File: src/rtl/ww_pkg.sv
package ww_pkg;
   typedef enum logic [1:0] {
      WK_NARROW = 2'd0,
      WK_WIDE   = 2'd1,
      WK_DESC   = 2'd2
   } wkind_e;
endpackage

File: src/rtl/ww_addr_decode.sv
module ww_addr_decode
   import ww_pkg::*;
#(
   parameter int          ADDR_W       = 16,
   parameter int          PAGE_LOG2    = 13,
   parameter int          LANE_LSB     = 2,
   parameter int          LANE_W       = 2,
   parameter logic [31:0] WIDE_BASE    = 32'h800,
   parameter int          NUM_DESC     = 2,
   parameter logic [31:0] DESC_OFS [NUM_DESC] = '{32'h830, 32'hA10},
   parameter logic [31:0] TIMER_OFS    = 32'h420,
   parameter bit          TIMER_CLEARS = 1'b1
) (
   input  logic [ADDR_W-1:0] addr,
   output wkind_e            kind,
   output logic [LANE_W-1:0] lane,
   output logic [ADDR_W-1:0] blk_addr,
   output logic [ADDR_W-1:0] dw_addr,
   output logic              timer_clear
);
   localparam int BLK_LSB = LANE_LSB + LANE_W;
   localparam logic [ADDR_W-1:0]    BLK_MASK_A = ~((ADDR_W'(1) << BLK_LSB) - ADDR_W'(1));
   localparam logic [ADDR_W-1:0]    DW_MASK_A  = ~((ADDR_W'(1) << LANE_LSB) - ADDR_W'(1));
   localparam logic [PAGE_LOG2-1:0] BLK_MASK_P = ~((PAGE_LOG2'(1) << BLK_LSB) - PAGE_LOG2'(1));
   localparam logic [PAGE_LOG2-1:0] DW_MASK_P  = ~((PAGE_LOG2'(1) << LANE_LSB) - PAGE_LOG2'(1));
   localparam logic [PAGE_LOG2-1:0] WIDE_P     = PAGE_LOG2'(WIDE_BASE);

   logic [PAGE_LOG2-1:0] ofs;
   logic [PAGE_LOG2-1:0] ofs_blk;
   logic [NUM_DESC-1:0]  desc_match;

   assign ofs      = addr[PAGE_LOG2-1:0];
   assign ofs_blk  = ofs & BLK_MASK_P;
   assign lane     = addr[LANE_LSB +: LANE_W];
   assign blk_addr = addr & BLK_MASK_A;
   assign dw_addr  = addr & DW_MASK_A;

   for (genvar k = 0; k < NUM_DESC; k++) begin : g_desc
      assign desc_match[k] = (ofs_blk == PAGE_LOG2'(DESC_OFS[k]));
   end

   always_comb begin
      if (ofs < WIDE_P)     kind = WK_NARROW;
      else if (|desc_match) kind = WK_DESC;
      else                  kind = WK_WIDE;
   end

   if (TIMER_CLEARS) begin : g_timer
      logic page_zero;
      assign page_zero   = (addr[ADDR_W-1:PAGE_LOG2] == '0);
      assign timer_clear = page_zero && ((ofs & DW_MASK_P) == PAGE_LOG2'(TIMER_OFS));
   end else begin : g_no_timer
      logic unused_page;
      assign unused_page = |addr[ADDR_W-1:PAGE_LOG2];
      assign timer_clear = 1'b0;
   end
endmodule

File: src/rtl/ww_collector.sv
module ww_collector
   import ww_pkg::*;
#(
   parameter int ADDR_W  = 16,
   parameter int DWORD_W = 32,
   parameter int LANES   = 4,
   parameter int LANE_W  = 2
) (
   input  logic                     clk,
   input  logic                     rst_n,
   input  logic                     wr_en,
   input  wkind_e                   kind,
   input  logic [LANE_W-1:0]        lane,
   input  logic [ADDR_W-1:0]        blk_addr,
   input  logic                     timer_clear,
   input  logic [DWORD_W-1:0]       wr_data,
   output logic                     fire,
   output logic [LANES*DWORD_W-1:0] fire_data
);
   logic [ADDR_W-1:0]  tgt_q, tgt_d;
   logic [LANES-1:0]   mask_q, mask_d;
   logic [LANES-1:0]   lane_oh;
   logic [DWORD_W-1:0] slot_q [LANES];
   logic               slot_we;
   logic               hit;
   logic               top;

   assign hit     = (|mask_q) && (tgt_q == blk_addr);
   assign lane_oh = LANES'(1) << lane;
   assign top     = (lane == LANE_W'(LANES - 1));

   always_comb begin
      mask_d  = mask_q;
      tgt_d   = tgt_q;
      slot_we = 1'b0;
      fire    = 1'b0;
      if (wr_en) begin
         unique case (kind)
            WK_NARROW: begin
               if (timer_clear) begin
                  mask_d = '0;
                  tgt_d  = '0;
               end
            end
            WK_DESC: begin
               if (top) begin
                  fire   = 1'b1;
                  mask_d = '0;
                  tgt_d  = '0;
               end else if (!((|mask_q) && !hit)) begin
                  slot_we = 1'b1;
                  mask_d  = mask_q | lane_oh;
                  tgt_d   = blk_addr;
               end
            end
            WK_WIDE: begin
               slot_we = 1'b1;
               mask_d  = (hit ? mask_q : '0) | lane_oh;
               tgt_d   = blk_addr;
               if (&mask_d) begin
                  fire   = 1'b1;
                  mask_d = '0;
                  tgt_d  = '0;
               end
            end
            default: ;
         endcase
      end
   end

   always_ff @(posedge clk) begin
      if (!rst_n) begin
         mask_q <= '0;
         tgt_q  <= '0;
      end else begin
         mask_q <= mask_d;
         tgt_q  <= tgt_d;
      end
   end

   for (genvar i = 0; i < LANES; i++) begin : g_lane
      always_ff @(posedge clk) begin
         if (!rst_n)                                 slot_q[i] <= '0;
         else if (slot_we && lane == LANE_W'(i))     slot_q[i] <= wr_data;
      end
      assign fire_data[i*DWORD_W +: DWORD_W] =
         (lane == LANE_W'(i)) ? wr_data :
         ((hit && mask_q[i]) ? slot_q[i] : '0);
   end
endmodule

File: src/rtl/ww_commit_stage.sv
module ww_commit_stage #(
   parameter int ADDR_W  = 16,
   parameter int DWORD_W = 32,
   parameter int DATA_W  = 128
) (
   input  logic               clk,
   input  logic               rst_n,
   input  logic               wr_en,
   input  logic               is_narrow,
   input  logic               coll_fire,
   input  logic [DATA_W-1:0]  coll_data,
   input  logic [ADDR_W-1:0]  blk_addr,
   input  logic [ADDR_W-1:0]  dw_addr,
   input  logic [DWORD_W-1:0] wr_data,
   output logic               commit_valid,
   output logic               commit_narrow,
   output logic [ADDR_W-1:0]  commit_addr,
   output logic [DATA_W-1:0]  commit_data
);
   logic narrow_fire;
   logic any_fire;

   assign narrow_fire = wr_en && is_narrow;
   assign any_fire    = narrow_fire || coll_fire;

   always_ff @(posedge clk) begin
      if (!rst_n) begin
         commit_valid  <= 1'b0;
         commit_narrow <= 1'b0;
         commit_addr   <= '0;
         commit_data   <= '0;
      end else begin
         commit_valid <= any_fire;
         if (any_fire) begin
            commit_narrow <= narrow_fire;
            commit_addr   <= narrow_fire ? dw_addr : blk_addr;
            commit_data   <= narrow_fire ? DATA_W'(wr_data) : coll_data;
         end
      end
   end
endmodule

File: src/rtl/wide_write_collector.sv
module wide_write_collector
   import ww_pkg::*;
#(
   parameter int          ADDR_W       = 16,
   parameter int          DWORD_W      = 32,
   parameter int          LANES        = 4,
   parameter int          PAGE_LOG2    = 13,
   parameter logic [31:0] WIDE_BASE    = 32'h800,
   parameter int          NUM_DESC     = 2,
   parameter logic [31:0] DESC_OFS [NUM_DESC] = '{32'h830, 32'hA10},
   parameter logic [31:0] TIMER_OFS    = 32'h420,
   parameter bit          TIMER_CLEARS = 1'b1,
   localparam int         DATA_W       = LANES * DWORD_W
) (
   input  logic               clk,
   input  logic               rst_n,
   input  logic               wr_en,
   input  logic [ADDR_W-1:0]  wr_addr,
   input  logic [DWORD_W-1:0] wr_data,
   output logic               commit_valid,
   output logic               commit_narrow,
   output logic [ADDR_W-1:0]  commit_addr,
   output logic [DATA_W-1:0]  commit_data
);
   localparam int LANE_W   = $clog2(LANES);
   localparam int LANE_LSB = $clog2(DWORD_W / 8);

   if (LANES < 2 || (LANES & (LANES - 1)) != 0) begin : g_bad_lanes
      $error("LANES must be a power of two of at least 2");
   end
   if (DWORD_W < 8 || (DWORD_W % 8) != 0 || ((DWORD_W / 8) & (DWORD_W / 8 - 1)) != 0) begin : g_bad_dword
      $error("DWORD_W must be a power-of-two number of bytes");
   end
   if (ADDR_W <= PAGE_LOG2) begin : g_bad_page
      $error("ADDR_W must exceed PAGE_LOG2");
   end
   if (WIDE_BASE >= (32'd1 << PAGE_LOG2)) begin : g_bad_wide
      $error("WIDE_BASE must lie inside a page");
   end
   for (genvar k = 0; k < NUM_DESC; k++) begin : g_chk_desc
      if (DESC_OFS[k] < WIDE_BASE || (DESC_OFS[k] % (LANES * DWORD_W / 8)) != 0) begin : g_bad_desc
         $error("descriptor offset must be an aligned wide offset");
      end
   end

   wkind_e             kind;
   logic [LANE_W-1:0]  lane;
   logic [ADDR_W-1:0]  blk_addr;
   logic [ADDR_W-1:0]  dw_addr;
   logic               timer_clear;
   logic               coll_fire;
   logic [DATA_W-1:0]  coll_data;

   ww_addr_decode #(
      .ADDR_W(ADDR_W), .PAGE_LOG2(PAGE_LOG2), .LANE_LSB(LANE_LSB), .LANE_W(LANE_W),
      .WIDE_BASE(WIDE_BASE), .NUM_DESC(NUM_DESC), .DESC_OFS(DESC_OFS),
      .TIMER_OFS(TIMER_OFS), .TIMER_CLEARS(TIMER_CLEARS)
   ) u_decode (
      .addr(wr_addr), .kind(kind), .lane(lane), .blk_addr(blk_addr),
      .dw_addr(dw_addr), .timer_clear(timer_clear)
   );

   ww_collector #(
      .ADDR_W(ADDR_W), .DWORD_W(DWORD_W), .LANES(LANES), .LANE_W(LANE_W)
   ) u_collector (
      .clk(clk), .rst_n(rst_n), .wr_en(wr_en), .kind(kind), .lane(lane),
      .blk_addr(blk_addr), .timer_clear(timer_clear), .wr_data(wr_data),
      .fire(coll_fire), .fire_data(coll_data)
   );

   ww_commit_stage #(
      .ADDR_W(ADDR_W), .DWORD_W(DWORD_W), .DATA_W(DATA_W)
   ) u_commit (
      .clk(clk), .rst_n(rst_n), .wr_en(wr_en), .is_narrow(kind == WK_NARROW),
      .coll_fire(coll_fire), .coll_data(coll_data), .blk_addr(blk_addr),
      .dw_addr(dw_addr), .wr_data(wr_data), .commit_valid(commit_valid),
      .commit_narrow(commit_narrow), .commit_addr(commit_addr), .commit_data(commit_data)
   );
endmodule

File: config.mk
export PLATFORM = sky130hd
export DESIGN_NAME = wide_write_collector
export DESIGN_NICKNAME = d
export VERILOG_FILES = /design/src/rtl/ww_pkg.sv /design/src/rtl/ww_addr_decode.sv /design/src/rtl/ww_collector.sv /design/src/rtl/ww_commit_stage.sv /design/src/rtl/wide_write_collector.sv
export SDC_FILE = /design/constraint.sdc
export NUM_CORES = 1
export LEC_CHECK = 0
export BUFFER_PORTS_ARGS = -buffer_cell sky130_fd_sc_hd__buf_2
export CAP_MARGIN = 20
export CORE_ASPECT_RATIO = 0.9
export CORE_UTILIZATION = 37
export CTS_BUF_LIST = sky130_fd_sc_hd__clkbuf_8
export DETAILED_ROUTE_END_ITERATION = 10
export GPL_TIMING_DRIVEN = 0
export HOLD_SLACK_MARGIN = 0.03
export PLACE_DENSITY_LB_ADDON = 0.08
export SKIP_CTS_REPAIR_TIMING = 1
export SLEW_MARGIN = 20
export SYNTH_ARGS = -nofsm -noshare
export SYNTH_HDL_FRONTEND = slang
export SYNTH_SLANG_ARGS = --single-unit
File: constraint.sdc
create_clock -name clk -period 7.2 [get_ports clk]
set_input_delay 0.36 -clock clk [delete_from_list [all_inputs] [get_ports clk]]
set_output_delay 0.36 -clock clk [all_outputs]
set_load 0.02 [all_outputs]
==> results.sh <==
export IMPL_status="finished, final reports clean"
export IMPL_dp_cells=1625
export IMPL_syn2layout_area_growth_pct=21.3
export IMPL_worstPathRequired_ns=7.45
export IMPL_routed_wl_mm=36.7
export IMPL_drive_above_1_share_pct=27.6
export IMPL_relSlewSlack_pct=31.2
export IMPL_yosysMostFrequentCell="nor2_1"
export IMPL_htree_num_levels=2
export IMPL_syn_inst=1014
export IMPL_seq_area_frac_synth_pct=59.0
export IMPL_place_gp_congestion=0.855
export IMPL_ant_nets=0
export IMPL_setup_viol=0
export IMPL_synth_largest_area_cell="edfxtp_1"
export IMPL_fmax_mhz=340
export IMPL_synth_top_area_share_pct=32.2
export IMPL_drt_initial_drc_count=613
export IMPL_cts_tree="done"
export IMPL_synth_area_um2=11900
export IMPL_coreArea_um2=31800
export IMPL_synth_ff_type="dfxtp_1"
export IMPL_grt_pass1_wl_mm=54.3
export IMPL_grt_pass1_vias=8841
export IMPL_critPathMaxFanout=18
export IMPL_nNetsFinal=1313
export IMPL_grt_use_total_pct=22.2
export IMPL_yosysUniqueCellTypes=57
export IMPL_ys_seq_elements=288
export IMPL_start_kind="flip-flop"
export IMPL_place_hpwl_mm=25.7
export IMPL_die_w_um=191
export IMPL_grt_ovfl_total=0
export IMPL_finalSetupTns_ns=0
export IMPL_irDropWorstVdd_mv=0.107
export IMPL_arrival_ns=3.20
export IMPL_max_cap_viol_count=0
export IMPL_vias_per_cell=5.26
export IMPL_cts_num_sinks=288
export IMPL_clockRootBuffer="clkbuf_8"
export IMPL_initial_utilization_pct=37.5
export IMPL_drc=0
export IMPL_rsz0062_at_grt="no"
export IMPL_post_route_period_util_pct=40.9
export IMPL_fin_skew_ns=0.0144
export IMPL_power_density_nw_per_um2=248
export IMPL_syn_avg_cell_area_um2=11.8
export IMPL_rows=62
export IMPL_tightest_slew_ns=1.03
export IMPL_async_reset_ff_share_pct=0
export IMPL_netlist_top_cells_area="edfxtp_1, dfxtp_1, mux2i_1"
export IMPL_critPathKind="reg -> reg"
export IMPL_finalHoldViolCount=0
export IMPL_clk_latency_ns=0.56
export IMPL_antenna_found_initial=1
export IMPL_io_buffers=190
export IMPL_via_count=9036
export IMPL_endpoint_kind="flip-flop"
export IMPL_die_h_um=172
export IMPL_die_area_um2=33000
export IMPL_ys_top_cells_by_count="nor2_1, dfxtp_1, edfxtp_1"
export IMPL_cts_buffers=51
export IMPL_clockBufferDepth=3
export IMPL_synth_edff_count=128
export IMPL_ys_warn_count=0
export IMPL_leakagePower_nw=6.08
export IMPL_hp_class="in -> reg"
export IMPL_slew_viol_final=0
export IMPL_wl_per_cell_um=21.4
export IMPL_io_pins=197
export IMPL_fin_cells=1718
export IMPL_grt_max_degree=19
export IMPL_dr_pass1_iters=5
export IMPL_period_needed_ns=2.94
export IMPL_path_clk_slew_ns=0.06
==> sequential cells by signal, indices dropped and copies added, names as in the netlist <==
signal                  cells
u_collector.slot_q        128
u_commit.commit_addr       14
u_commit.commit_valid       1
u_commit.commit_data      128
u_collector.tgt_q          12
u_collector.mask_q          4
u_commit.commit_narrow      1
==> worst max-delay path: stages (launching register included) <==
cell and delay [ns]:
dfxtp_1 0.37, nor4_1 0.75, or3_1 0.29, nand3_2 0.22
buf_2 0.30, nand2_2 0.44, buf_16 0.23
==> through the flow <==
step                      hold slack (ns)  cell area (µm²)  worst slack (ns)  utilization [%]  total power (W)
after floorplan                     0.463            11900              4.27                -          0.00206
after global placement              0.444            13400              2.99             42.2          0.00220
after detailed placement            0.443            13500              3.85             42.5          0.00221
after CTS                          0.0619            14500              4.25             45.5          0.00364
after global routing               0.0877            14500              4.04             45.6          0.00375
final                              0.0859            14500              4.26             45.6          0.00360
==> per-layer routing <==
layer  GRT usage, %  vias up  wire (µm)
met5              0        -          0
met1           31.4     4425      17400
met3           4.04       58       2380
met4           6.38        0        715
met2           34.7      297      16300
li1               -     4256          -
==> cell type report <==
class                           instances  area (µm²)
Antenna cell                            1        2.50
Buffer                                 88         462
Clock buffer                           58         798
Clock inverter                         34         160
Fill cell                            3140       17300
Multi-Input combinational cell        639        4450
Sequential cell                       288        7050
Tap cell                              416         520
Timing Repair Buffer                  194        1050
==> cells by family after synthesis <==
logic type | after synthesis | synth area share, %
buffers and inverters | 88 | 3.87
flip-flops | 288 | 59.0
AO/OA/AOI/OAI | 169 | 13.5
XOR/XNOR | 13 | 0.954
other | 1 | 0.0314
multiplexers | 97 | 8.14
AND/OR/NAND/NOR | 358 | 14.5
==> power by group <==
group	internal [W]	total, W	switching (W)
combinational	0.000116	0.000352	0.000236
sequential	0.00179	0.00182	0.0000298
clock	0.000766	0.00143	0.000665
==> final timing paths <==
check	cells past startpoint	slack, ns	endpoint	from
setup / recovery	6	4.26	u_collector.slot_q[2][16]$_SDFFCE_PN0P_	u_collector.mask_q[0]$_SDFFE_PN0P_
hold reg to reg	2	0.45	u_commit.commit_addr[15]$_SDFFE_PN0P_	u_commit.commit_addr[15]$_SDFFE_PN0P_
hold / removal	3	0.09	u_commit.commit_addr[15]$_SDFFE_PN0P_	wr_addr[15]
setup reg to reg	6	4.26	u_collector.slot_q[2][16]$_SDFFCE_PN0P_	u_collector.mask_q[0]$_SDFFE_PN0P_
==> cell usage in the layout (no fill, tap or decap), types with 3 or more instances in the layout <==
| cell type | n |
|---|---|
| nand2_1 | 58 |
| o21a_1 | 3 |
| clkbuf_8 | 58 |
| buf_2 | 220 |
| and2_1 | 7 |
| inv_1 | 21 |
| nor3b_1 | 23 |
| buf_1 | 3 |
| edfxtp_1 | 128 |
| nand3_1 | 62 |
| buf_6 | 9 |
| mux2i_1 | 96 |
| o21ai_0 | 5 |
| nor3b_2 | 9 |
| clkinv_1 | 9 |
| o2bb2ai_2 | 30 |
| a32o_1 | 13 |
| nand4_1 | 3 |
| nand3_2 | 3 |
| buf_16 | 3 |
| dfxtp_1 | 160 |
| or3_1 | 3 |
| clkbuf_1 | 39 |
| o21ai_1 | 3 |
| xnor2_1 | 13 |
| a221oi_1 | 32 |
| nor2_1 | 166 |
| o31ai_1 | 32 |
| a21oi_1 | 3 |
| buf_4 | 7 |
| nand2_2 | 4 |
| o2bb2ai_1 | 35 |
Power figures use the tool's default switching activity.
